$ cat src/rtl/early_term_pkg.sv
package early_term_pkg;
   typedef enum logic {
      MODE_CHAINED     = 1'b0,
      MODE_INDEPENDENT = 1'b1
   } run_mode_e;

   function automatic int unsigned dense_fixed(int unsigned rows, int unsigned groups);
      return 2 * rows + 2 * groups - 4;
   endfunction

   function automatic int unsigned sparse_fixed(int unsigned rows, int unsigned groups);
      return 2 * (rows / groups) - 1;
   endfunction
endpackage

$ cat src/rtl/early_term_target.sv
module early_term_target
   import early_term_pkg::*;
#(
   parameter int unsigned ROWS_TOTAL = 16,
   parameter int unsigned GROUPS     = 4,
   parameter int unsigned DIM_W      = 8,
   parameter int unsigned CNT_W      = 14
) (
   input  logic             sparse_mode,
   input  logic [DIM_W-1:0] in_rows,
   input  logic [DIM_W-1:0] wt_cols,
   output logic [CNT_W-1:0] target
);
   localparam int unsigned DENSE_FIX  = dense_fixed(ROWS_TOTAL, GROUPS);
   localparam int unsigned SPARSE_FIX = sparse_fixed(ROWS_TOTAL, GROUPS);

   logic [CNT_W-1:0] fixed_part;
   logic             empty_run;

   generate
      if (GROUPS == 1) begin : g_single
         logic unused_mode;
         assign unused_mode = sparse_mode;
         assign fixed_part  = CNT_W'(DENSE_FIX);
      end else begin : g_split
         assign fixed_part = (run_mode_e'(sparse_mode) == MODE_INDEPENDENT)
                             ? CNT_W'(SPARSE_FIX) : CNT_W'(DENSE_FIX);
      end
   endgenerate

   assign empty_run = (in_rows == '0) || (wt_cols == '0);

   always_comb begin
      if (empty_run)
         target = CNT_W'(1);
      else
         target = CNT_W'(in_rows) + CNT_W'(wt_cols) + fixed_part;
   end
endmodule

$ cat src/rtl/early_term_counter.sv
module early_term_counter #(
   parameter int unsigned CNT_W = 14
) (
   input  logic             clk,
   input  logic             rst_n,
   input  logic             start,
   input  logic [CNT_W-1:0] target_in,
   output logic             busy,
   output logic             done,
   output logic [CNT_W-1:0] cnt_q,
   output logic [CNT_W-1:0] target_q
);
   logic reached;

   assign reached = (cnt_q == target_q);

   always_ff @(posedge clk) begin
      if (!rst_n) begin
         busy     <= 1'b0;
         done     <= 1'b0;
         cnt_q    <= '0;
         target_q <= '0;
      end else begin
         done <= 1'b0;
         if (!busy) begin
            if (start) begin
               busy     <= 1'b1;
               cnt_q    <= CNT_W'(1);
               target_q <= target_in;
            end
         end else if (reached) begin
            busy <= 1'b0;
            done <= 1'b1;
         end else begin
            cnt_q <= cnt_q + CNT_W'(1);
         end
      end
   end
endmodule

$ cat src/rtl/early_term_ctrl.sv
module early_term_ctrl #(
   parameter int unsigned ROWS_TOTAL = 16,
   parameter int unsigned GROUPS     = 4,
   parameter int unsigned DIM_W      = 8
) (
   input  logic             clk,
   input  logic             rst_n,
   input  logic             start,
   input  logic             sparse_mode,
   input  logic [DIM_W-1:0] in_rows,
   input  logic [DIM_W-1:0] wt_cols,
   output logic             busy,
   output logic             done
);
   localparam int unsigned CNT_W = DIM_W + $clog2(2 * ROWS_TOTAL + 2 * GROUPS) + 1;

   generate
      if (GROUPS < 1 || ROWS_TOTAL < GROUPS || (ROWS_TOTAL % GROUPS) != 0) begin : g_bad_geom
         $error("ROWS_TOTAL must be a nonzero multiple of GROUPS");
      end
      if (DIM_W < 1) begin : g_bad_width
         $error("DIM_W must be at least 1");
      end
   endgenerate

   logic [CNT_W-1:0] target_w;
   logic [CNT_W-1:0] cnt_q;
   logic [CNT_W-1:0] target_q;

   early_term_target #(
      .ROWS_TOTAL(ROWS_TOTAL),
      .GROUPS    (GROUPS),
      .DIM_W     (DIM_W),
      .CNT_W     (CNT_W)
   ) u_target (
      .sparse_mode(sparse_mode),
      .in_rows    (in_rows),
      .wt_cols    (wt_cols),
      .target     (target_w)
   );

   early_term_counter #(
      .CNT_W(CNT_W)
   ) u_counter (
      .clk      (clk),
      .rst_n    (rst_n),
      .start    (start),
      .target_in(target_w),
      .busy     (busy),
      .done     (done),
      .cnt_q    (cnt_q),
      .target_q (target_q)
   );
endmodule

$ cat config.mk
export PLATFORM = sky130hd
export DESIGN_NAME = early_term_ctrl
export DESIGN_NICKNAME = d
export VERILOG_FILES = /design/src/rtl/early_term_pkg.sv /design/src/rtl/early_term_target.sv /design/src/rtl/early_term_counter.sv /design/src/rtl/early_term_ctrl.sv
export SDC_FILE = /design/constraint.sdc
export NUM_CORES = 1
export LEC_CHECK = 0
export ABC_AREA = 1
export BUFFER_PORTS_ARGS = -buffer_cell sky130_fd_sc_hd__buf_2
export CAP_MARGIN = 20
export CORE_MARGIN = 5
export CORE_UTILIZATION = 50
export DETAILED_ROUTE_END_ITERATION = 10
export GPL_TIMING_DRIVEN = 0
export MAX_ROUTING_LAYER = met4
export PLACE_DENSITY_LB_ADDON = 0.12
export SKIP_CTS_REPAIR_TIMING = 1
export SLEW_MARGIN = 30
export SYNTH_ARGS = -nofsm -noshare
export SYNTH_HDL_FRONTEND = slang
export SYNTH_HIERARCHICAL = 1
export SYNTH_SLANG_ARGS = --single-unit
$ cat constraint.sdc
create_clock -name clk -period 3.95 [get_ports clk]
set_input_delay 0.1975 -clock clk [delete_from_list [all_inputs] [get_ports clk]]
set_output_delay 0.1975 -clock clk [all_outputs]
set_load 0.005 [all_outputs]
==> results by group <==
Critical path
  • Worst-path cell chain: buf_2, inv_1, fa_1, inv_1, ha_1, fa_1, nand2_1, nand3_2, nand2_1, xor2_1, nor2_1, o21ai_0, a21oi_1
  • Worst path max stage delay: 0.54 ns
  • Required @ worst endpoint: 4.10 ns
  • Reg-to-reg setup timing slack: 2.21 ns
  • Worst-path fanout max: 3
  • Reg2Reg Depth: 9
  • Nature of the critical path endpoint: register
  • Critical Path End: u_counter/target_q[5]$_SDFFE_PN0P_
  • Crit-path leading delay family: adder cells
  • R2r startpoint: u_counter/cnt_q[0]$_SDFFE_PN0P_
  • WP buf/inv: 3
  • R2r endpoint: u_counter/cnt_q[14]$_SDFFE_PN0P_
  • Startpoint types: input pin
  • Worst path arrival time: 2.28 ns
  • Levels on crit path: 13
  • Setup CP Type: input pin to register
  • Worst setup path startpoint: sparse_mode
  • Slowest CP cell: fa_1

Routing
  • Final ANT Viol Nets: 0
  • Initial drt markers: 199
  • Final Routed Wirelength: 5.39 mm
  • WL per Instance: 11.5 um
  • 1st-pass router iterations: 4
  • Drc violations: 0
  • Via density: 5.02
  • Via Count: 2354

Floorplanning
  • I/O pins: 22
  • Starting Density: 0.513
  • Die Wd: 79.4 um
  • Core area: 4690 um2
  • Die area: 6300 um2
  • Die H: 79.4 um
  • FP Rows: 25

Min path
  • HP Start: rst_n
  • Hold Path Class: input pin to register
  • WHS Path Cells: 3

CTS
  • CTS root buf: clkbuf_8
  • Max Root-Sink Buffers: 2
  • Worst skew pair latency: 0.28 ns
  • Clock slew at reported path FFs: 0.07 ns
  • TritonCTS clock tree: yes
  • TritonCTS Sinks: 32
  • H-tree depth: 2
  • Num CTS Buffers: 5

Layout
  • Fill cells: 458
  • Commonest cells after routing, fill and taps aside: nand2_1, inv_1, nor2_1
  • Area of the multi-input gates: 1440 um2
  • Area Growth Syn to Fin: 11.6%
  • Register area: 641 um2
  • Layout cells sized above 1: 0.125
  • Nets: 451
  • Commonest non-fill, non-tap cell in the layout: nand2_1
  • Ant. Diodes: 0

Timing
  • Setup TNS: 0 ns
  • Final period utilization: 0.539
  • Fin worst setup slack: 1.82 ns
  • Worst Max-Slew Pin Slew: 0.515 ns
  • Endpoints failing hold: 0
  • Peak Freq: 469 MHz
  • Max-slew headroom: 0.657
  • Fin crit period: 2.13 ns
  • Setup Skew: 0.00431 ns
  • Final setup fails: 0
  • Slew Limit Fails: 0
  • RSZ-0062 raised after global routing: no

Yosys
  • Syn avg cell area: 6.30 um2
  • Mapped Area: 2400 um2
  • Synth Instances: 382
  • Sequential fraction of the synthesis area: 0.266
  • #FFs+latches synth: 32
  • Distinct cell type count after synthesis: 30
  • YS warnings: 6

Global route
  • Largest net degree at the start of global routing: 11
  • Grt total ovfl: 0
  • Antenna violations before repair: 0
  • First-pass GRT wire length: 9.76 mm
  • Vias in the first global route: 2288
  • Total track usage: 0.196

Pwr
  • Total power: 0.833 mW
  • Total leakage power: 1.32 nW
  • Cell area power density: 311 nW/um2
  • Peak VDD IR: 0.000120 V

Run status
  • Status: completed

Placed design
  • GP Congestion: 0.923
  • Dpl hpwl: 4.23 mm
  • I/O Buffers: 21
  • Post-place setup slack: 1.50 ns

Flow run
  • Max cap viols: 0
-- where the power goes --
| group | switching, mW | internal (mW) |
|---|---|---|
| sequential | 0.0105 | 0.342 |
| combinational | 0.138 | 0.0871 |
| clock | 0.114 | 0.142 |
| total | 0.262 | 0.571 |
-- sequential cells by signal, indices dropped and copies added (netlist names) --
name,flops
u_counter/busy,1
u_counter/target_q,15
u_counter/cnt_q,15
u_counter/done,1
-- cell usage after synthesis, drive strengths merged --
| cell type | n | area share |
|---|---|---|
| nand3b | 1 | 0.0031 |
| nand3 | 39 | 0.085 |
| nand2 | 93 | 0.16 |
| ha | 13 | 0.068 |
| nand4 | 7 | 0.018 |
| clkbuf | 5 | 0.0083 |
| a21oi | 31 | 0.065 |
| clkinv | 1 | 0.0016 |
| o21ai | 20 | 0.042 |
| inv | 63 | 0.098 |
| conb | 1 | 0.0016 |
| o211ai | 1 | 0.0031 |
| nor3 | 4 | 0.0083 |
| xnor2 | 2 | 0.0073 |
| fa | 4 | 0.033 |
| dfxtp | 32 | 0.27 |
| xor2 | 6 | 0.022 |
| nor2 | 47 | 0.079 |
| buf | 12 | 0.035 |
-- tightest hold or removal path: cells and delay by family --
kind	cells	cell delay (ns)
compound gates	2	0.13
buf+inv	1	0.16
-- per-layer routing --
layer / part of all wire / GRT usage / vias up
met4: 0.024 / 0.0756 / 0
met3: 0.050 / 0.0295 / 11
li1: - / - / 1257
met2: 0.49 / 0.344 / 60
met5: 0 / - / -
met1: 0.43 / 0.226 / 1026
-- worst min path at each step --
stage                                                endpoint  slack [ns]
after global routing      u_counter/target_q[14]$_SDFFE_PN0P_        0.27
after CTS                 u_counter/target_q[11]$_SDFFE_PN0P_        0.26
after detailed placement   u_counter/target_q[2]$_SDFFE_PN0P_        0.46
after floorplan            u_counter/target_q[0]$_SDFFE_PN0P_        0.34
after global placement    u_counter/target_q[10]$_SDFFE_PN0P_        0.46
final                     u_counter/target_q[11]$_SDFFE_PN0P_        0.25
-- cell type report --
type	instances	area share
repair buffers	21	0.0392
flip-flops and latches	32	0.239
plain buffers	17	0.0387
clock buffers	8	0.0336
well taps	54	0.0252
inverters	64	0.0896
multi-input cells	273	0.535
-- through the flow --
step            util  std cells  cell area, um2  hold WS [ns]
5_1_grt        0.572        469            2680         0.274
4_1_cts        0.572        469            2680         0.262
3_3_place_gp   0.553        461            2590         0.456
3_5_place_dp   0.553        461            2590         0.460
6_report       0.572        469            2680         0.248
2_1_floorplan      -        386            2420         0.336
-- cells by family after synthesis --
family | share of synthesized area
flops | 0.266
buf+inv | 0.143
xor+xnor | 0.0291
fa+ha+maj | 0.101
compound gates | 0.109
other cells | 0.00156
simple gates | 0.350
No activity file was read; power rests on OpenSTA's default activity.
